## src/rtl/rrs_pkg.sv

```systemverilog
package rrs_pkg;
  parameter int unsigned NUM_REGS = 8;
  parameter int unsigned NUM_TAGS = 16;
  parameter int unsigned DATA_W   = 32;
  localparam int unsigned REG_W = $clog2(NUM_REGS);
  localparam int unsigned TAG_W = $clog2(NUM_TAGS);

  typedef logic [REG_W-1:0] regIdx_t;
  typedef logic [TAG_W-1:0] tag_t;

  // Per-register strobes from control to datapath
  typedef struct packed {
    logic [NUM_REGS-1:0] alloc;
    logic [NUM_REGS-1:0] retire;
  } strobes_t;
endpackage

```

## src/rtl/rrs_ctrl.sv

```systemverilog
module rrs_ctrl
  import rrs_pkg::*;
(
  input  logic                issueValid,
  input  regIdx_t             issueDst,
  input  logic                cdbValid,
  input  tag_t                cdbTag,
  input  logic [NUM_REGS-1:0] entryValid,
  input  tag_t                entryTag [NUM_REGS],
  output strobes_t            strobes
);

  for (genvar i = 0; i < NUM_REGS; i++) begin : g_reg
    always_comb begin
      strobes.alloc[i]  = issueValid && (issueDst == REG_W'(i));
      strobes.retire[i] = cdbValid && entryValid[i] && (entryTag[i] == cdbTag);
    end
  end

endmodule

```

## src/rtl/rrs_table.sv

```systemverilog
module rrs_table
  import rrs_pkg::*;
(
  input  logic                clk,
  input  logic                rstN,
  input  strobes_t            strobes,
  input  tag_t                issueTag,
  input  regIdx_t             srcAIdx,
  input  regIdx_t             srcBIdx,
  output logic [NUM_REGS-1:0] entryValid,
  output tag_t                entryTag [NUM_REGS],
  output logic                srcAReady,
  output tag_t                srcATag,
  output logic                srcAFwd,
  output logic                srcBReady,
  output tag_t                srcBTag,
  output logic                srcBFwd
);

  for (genvar i = 0; i < NUM_REGS; i++) begin : g_entry
    always_ff @(posedge clk) begin
      if (!rstN) begin
        entryValid[i] <= 1'b0;
        entryTag[i]   <= '0;
      end else if (strobes.alloc[i]) begin
        entryValid[i] <= 1'b1;
        entryTag[i]   <= issueTag;
      end else if (strobes.retire[i]) begin
        entryValid[i] <= 1'b0;
      end
    end

    AST_ALLOC_RECORDS: assert property (@(posedge clk) disable iff (!rstN)
      strobes.alloc[i] |=> entryValid[i] && entryTag[i] == $past(issueTag));
    AST_ISSUE_BEATS_CLEAR: assert property (@(posedge clk) disable iff (!rstN)
      strobes.alloc[i] && strobes.retire[i] |=> entryValid[i]);
    AST_RETIRE_BLANKS: assert property (@(posedge clk) disable iff (!rstN)
      strobes.retire[i] && !strobes.alloc[i] |=> !entryValid[i]);
    AST_IDLE_HOLDS: assert property (@(posedge clk) disable iff (!rstN)
      !strobes.alloc[i] && !strobes.retire[i] |=> $stable(entryValid[i]) && $stable(entryTag[i]));
  end

  always_comb begin
    srcAFwd   = strobes.retire[srcAIdx];
    srcAReady = !entryValid[srcAIdx] || srcAFwd;
    srcATag   = entryTag[srcAIdx];
    srcBFwd   = strobes.retire[srcBIdx];
    srcBReady = !entryValid[srcBIdx] || srcBFwd;
    srcBTag   = entryTag[srcBIdx];
  end

  AST_BLANK_READY: assert property (@(posedge clk) disable iff (!rstN)
    !entryValid[srcAIdx] |-> srcAReady && !srcAFwd);

endmodule

```

## src/rtl/regstat_rename.sv

```systemverilog
module regstat_rename
  import rrs_pkg::*;
(
  input  logic                clk,
  input  logic                rstN,
  input  logic                issueValid,
  input  logic [REG_W-1:0]    issueDst,
  input  logic [TAG_W-1:0]    issueTag,
  input  logic [REG_W-1:0]    srcAIdx,
  input  logic [REG_W-1:0]    srcBIdx,
  input  logic                cdbValid,
  input  logic [TAG_W-1:0]    cdbTag,
  input  logic [DATA_W-1:0]   cdbData,
  output logic                srcAReady,
  output logic [TAG_W-1:0]    srcATag,
  output logic                srcAFwd,
  output logic [DATA_W-1:0]   srcAFwdData,
  output logic                srcBReady,
  output logic [TAG_W-1:0]    srcBTag,
  output logic                srcBFwd,
  output logic [DATA_W-1:0]   srcBFwdData,
  output logic [NUM_REGS-1:0] rfWrEn,
  output logic [DATA_W-1:0]   rfWrData
);

  strobes_t            strobes;
  logic [NUM_REGS-1:0] entryValid;
  tag_t                entryTag [NUM_REGS];

  rrs_ctrl u_ctrl (
    .issueValid (issueValid),
    .issueDst   (issueDst),
    .cdbValid   (cdbValid),
    .cdbTag     (cdbTag),
    .entryValid (entryValid),
    .entryTag   (entryTag),
    .strobes    (strobes)
  );

  rrs_table u_table (
    .clk        (clk),
    .rstN       (rstN),
    .strobes    (strobes),
    .issueTag   (issueTag),
    .srcAIdx    (srcAIdx),
    .srcBIdx    (srcBIdx),
    .entryValid (entryValid),
    .entryTag   (entryTag),
    .srcAReady  (srcAReady),
    .srcATag    (srcATag),
    .srcAFwd    (srcAFwd),
    .srcBReady  (srcBReady),
    .srcBTag    (srcBTag),
    .srcBFwd    (srcBFwd)
  );

  assign srcAFwdData = srcAFwd ? cdbData : '0;
  assign srcBFwdData = srcBFwd ? cdbData : '0;
  assign rfWrEn      = strobes.retire;
  assign rfWrData    = cdbData;

  AST_FWD_VALUE: assert property (@(posedge clk) disable iff (!rstN)
    srcBFwd |-> srcBReady && srcBFwdData == cdbData);
  AST_NO_WRITE_IDLE: assert property (@(posedge clk) disable iff (!rstN)
    !cdbValid |-> rfWrEn == '0);
  AST_RESET_BLANK: assert property (@(posedge clk) disable iff (!rstN)
    $past(!rstN) |-> srcAReady && srcBReady && !srcAFwd && !srcBFwd);

endmodule

```

## config.mk

```make
export PLATFORM = sky130hd
export DESIGN_NAME = regstat_rename
export DESIGN_NICKNAME = d
export VERILOG_FILES = /design/src/rtl/rrs_pkg.sv /design/src/rtl/rrs_ctrl.sv /design/src/rtl/rrs_table.sv /design/src/rtl/regstat_rename.sv
export SDC_FILE = /design/constraint.sdc
export NUM_CORES = 1
export LEC_CHECK = 0
export CORE_UTILIZATION = 44
export CTS_BUF_LIST = sky130_fd_sc_hd__clkbuf_8
export DETAILED_ROUTE_END_ITERATION = 8
export PLACE_DENSITY = 0.83
export SYNTH_ARGS = -nofsm -noshare
export SYNTH_HDL_FRONTEND = slang
export SYNTH_SLANG_ARGS = --single-unit
export TNS_END_PERCENT = 100
```

## constraint.sdc

```tcl
create_clock -name clk -period 4.6 [get_ports clk]
set_input_delay 0.92 -clock clk [delete_from_list [all_inputs] [get_ports clk]]
set_output_delay 0.92 -clock clk [all_outputs]
set_load 0.005 [all_outputs]
```

==> impl_metrics.py <==
metrics = {
    "outcome": {
        "outcome": "finished clean",
    },
    "cts": {
        "htree_levels": 2,
        "cts_num_sinks": 40,
        "root_buffer": "clkbuf_8",
        "clk_path_buf_depth": 2,
        "ctsHoldBuffers": 0,
        "path_clk_slew_ns": 0.07,
        "insertion_delay_ns": 0.29,
        "cts_made_buffers": 5,
        "cts_tree": "yes",
    },
    "timing": {
        "fmax_ghz": 0.223,
        "timing.final.max_slew_violations": 0,
        "rsz0062_at_grt": "no",
        "slew_headroom_pct": 22.4,
        "hold_viol_final": 0,
        "setup-tns-final_ns": 0,
        "setup_violations": 0,
        "period_share_pct": 97.4,
        "whs_ns": 0.516,
        "fin_skew_ns": 0.00739,
        "worst_pin_slew_ns": 1.16,
        "period_needed_ns": 4.48,
    },
    "worst_setup_path": {
        "critPathRequiredTime_ns": 3.68,
        "path_max_fanout": 23,
        "r2r_setup_slack_ns": 3.27,
        "worstPathArrival_ns": 3.56,
        "crit_path_end_kind": "output pin",
        "critPathLaunchType": "input port",
        "path_class": "in2out",
    },
    "floorplanning": {
        "num_rows": 35,
        "dieArea_um2": 10000,
        "die_w_um": 100,
        "die_height_um": 100,
        "core_um2": 9280,
        "ios": 169,
        "start_util_pct": 45.7,
    },
    "power": {
        "powerDensity_nw_per_um2": 162,
        "ir_worst_vdd_mv": 0.216,
        "p_leak_nw": 2.08,
        "total_power_mw": 0.948,
    },
    "global_route": {
        "grt_overflow": 0,
        "grt_pass1_vias": 3790,
        "antenna_found_initial": 0,
        "grt_max_degree": 41,
        "grt_use_total_pct": 25.0,
        "grt_pass1_wl_um": 19700,
    },
    "place": {
        "dp_cells": 691,
        "portBuffers": 168,
        "gp_congestion": 0.935,
        "dp_hpwl_um": 10500,
    },
    "finish": {
        "syn_to_final_growth_pct": 38.2,
        "antenna_cells": 0,
        "instances_no_fill": 701,
        "drive_gt1_share_pct": 22.9,
        "nNetsFinal": 624,
    },
    "yosys": {
        "syn-cell-area_um2": 4240,
        "yosysSeqAreaShare_pct": 18.9,
        "synth_flop_cell": "dfxtp_1",
        "synth_nets": 507,
        "async_flop_share_pct": 0,
        "synthCells": 454,
        "synth_seq_cells": 40,
        "synth-edff-count": 0,
        "yosys_warnings": 0,
        "synthDistinctLibCells": 51,
        "syn_avg_cell_area_um2": 9.35,
    },
    "min_path": {
        "hold_path.class": "reg2reg",
    },
    "route": {
        "routed_via_density": 5.54,
        "wl_um": 13000,
        "antenna_left": 0,
        "drtIter0Drc": 192,
        "drc_errors": 0,
        "firstDrtPassIters": 5,
        "vias": 3882,
        "routedWlPerCell_um": 18.6,
    },
    "flow_run": {
        "drv_cap": 0,
    },
}
-- through the flow --
stage / instance area (um^2) / setup WS, ns / util (%)
6_report: 5860 / 0.120 / 63.2
5_1_grt: 5860 / 0.00225 / 63.2
4_1_cts: 5830 / 0.0100 / 62.7
3_5_place_dp: 5740 / 0.0101 / 61.8
3_3_place_gp: 5740 / 0.138 / 61.8
2_1_floorplan: 4240 / 1.36 / -
-- layout make-up --
cell class / instances / area [um^2]
Clock buffer: 6 / 82.6
Multi-Input combinational cell: 295 / 2770
Inverter: 36 / 135
Sequential cell: 40 / 801
Clock inverter: 2 / 7.51
Fill cell: 779 / 3420
Timing Repair Buffer: 193 / 1910
Tap cell: 129 / 161
-- where the power goes --
group | switching [mW] | internal (mW)
sequential | 0.00979 | 0.355
clock | 0.117 | 0.118
combinational | 0.157 | 0.192
total | 0.284 | 0.664
-- placed cells by master, fill, tap and decap left out, types with 9 or more instances in the layout --
| cell | netlist | routed |
|---|---|---|
| mux2_2 | 9 | 9 |
| a31oi_2 | 28 | 28 |
| inv_1 | 36 | 38 |
| nand3_1 | 11 | 11 |
| nor2b_1 | 26 | 26 |
| nand2_1 | 24 | 24 |
| mux2i_1 | 24 | 24 |
| nor4_2 | 29 | 29 |
| xnor2_1 | 19 | 19 |
| dfxtp_1 | 40 | 40 |
| clkdlybuf4s50_1 | 0 | 168 |
| buf_4 | 43 | 22 |
| mux4_2 | 18 | 18 |
| a21boi_0 | 12 | 12 |
| xor2_1 | 10 | 10 |
-- sequential cells by signal, indices dropped and copies added (netlist names) --
signal / flops
u_table.entryValid: 8
u_table.entryTag: 32
-- cell families (layout without fill, tap and decap cells) --
logic type                after synthesis  count (layout)  synth area share (%)
DFF                                    40              40                  18.9
muxes                                  51              51                  17.6
xor gates and xnor gates               32              32                  7.13
buffers and inverters                 120             237                  17.2
and+or+nand+nor                       142             142                  24.3
AOI/OAI and AO/OA                      69              70                  14.9
-- synthesized netlist by cell type, drive strengths merged, types with 17 or more instances --
| library cell | number | area, um^2 |
|---|---|---|
| inv | 36 | 135 |
| a31oi | 32 | 375 |
| dfxtp | 40 | 801 |
| buf | 67 | 532 |
| mux4 | 18 | 405 |
| clkbuf | 17 | 63.8 |
| mux2i | 24 | 240 |
| nor4 | 37 | 428 |
| nand2 | 24 | 90.1 |
| xnor2 | 22 | 215 |
| nor2b | 26 | 163 |
-- per-layer routing --
| layer | global-route usage [%] | vias to the layer above | wire length [um] |
|---|---|---|---|
| met4 | 11.9 | 0 | 452 |
| li1 | - | 1821 | - |
| met3 | 4.25 | 31 | 901 |
| met1 | 28.0 | 1855 | 4860 |
| met5 | 0 | - | 0 |
| met2 | 46.0 | 175 | 6830 |
-- path summary, 6_finish.rpt --
| kind | cells after the start | start | endpoint |
|---|---|---|---|
| setup / recovery | 9 | cdbTag[1] | srcAFwdData[5] |
| hold / removal | 2 | u_table.entryValid[3]$_SDFFE_PN0P_ | u_table.entryValid[3]$_SDFFE_PN0P_ |
| setup reg to reg | 5 | u_table.entryTag[20]$_SDFFE_PN0P_ | u_table.entryValid[2]$_SDFFE_PN0P_ |
| hold reg to reg | 2 | u_table.entryValid[3]$_SDFFE_PN0P_ | u_table.entryValid[3]$_SDFFE_PN0P_ |
-- worst max-delay path, cell delays in order --
cell,delay [ns]
clkdlybuf4s50_1,0.40
buf_4,0.19
xor2_1,0.16
nor3_2,0.30
a21oi_1,0.13
o31a_2,0.41
buf_12,0.19
nor4_2,0.30
clkdlybuf4s50_1,0.55
-- timing repair --
action | CTS | global route
gates resized for setup | 0 | 3
endpoints found under the setup margin | 0 | 35
setup buffers | 0 | 1
Note: power is estimated with default switching activity, not from simulation.
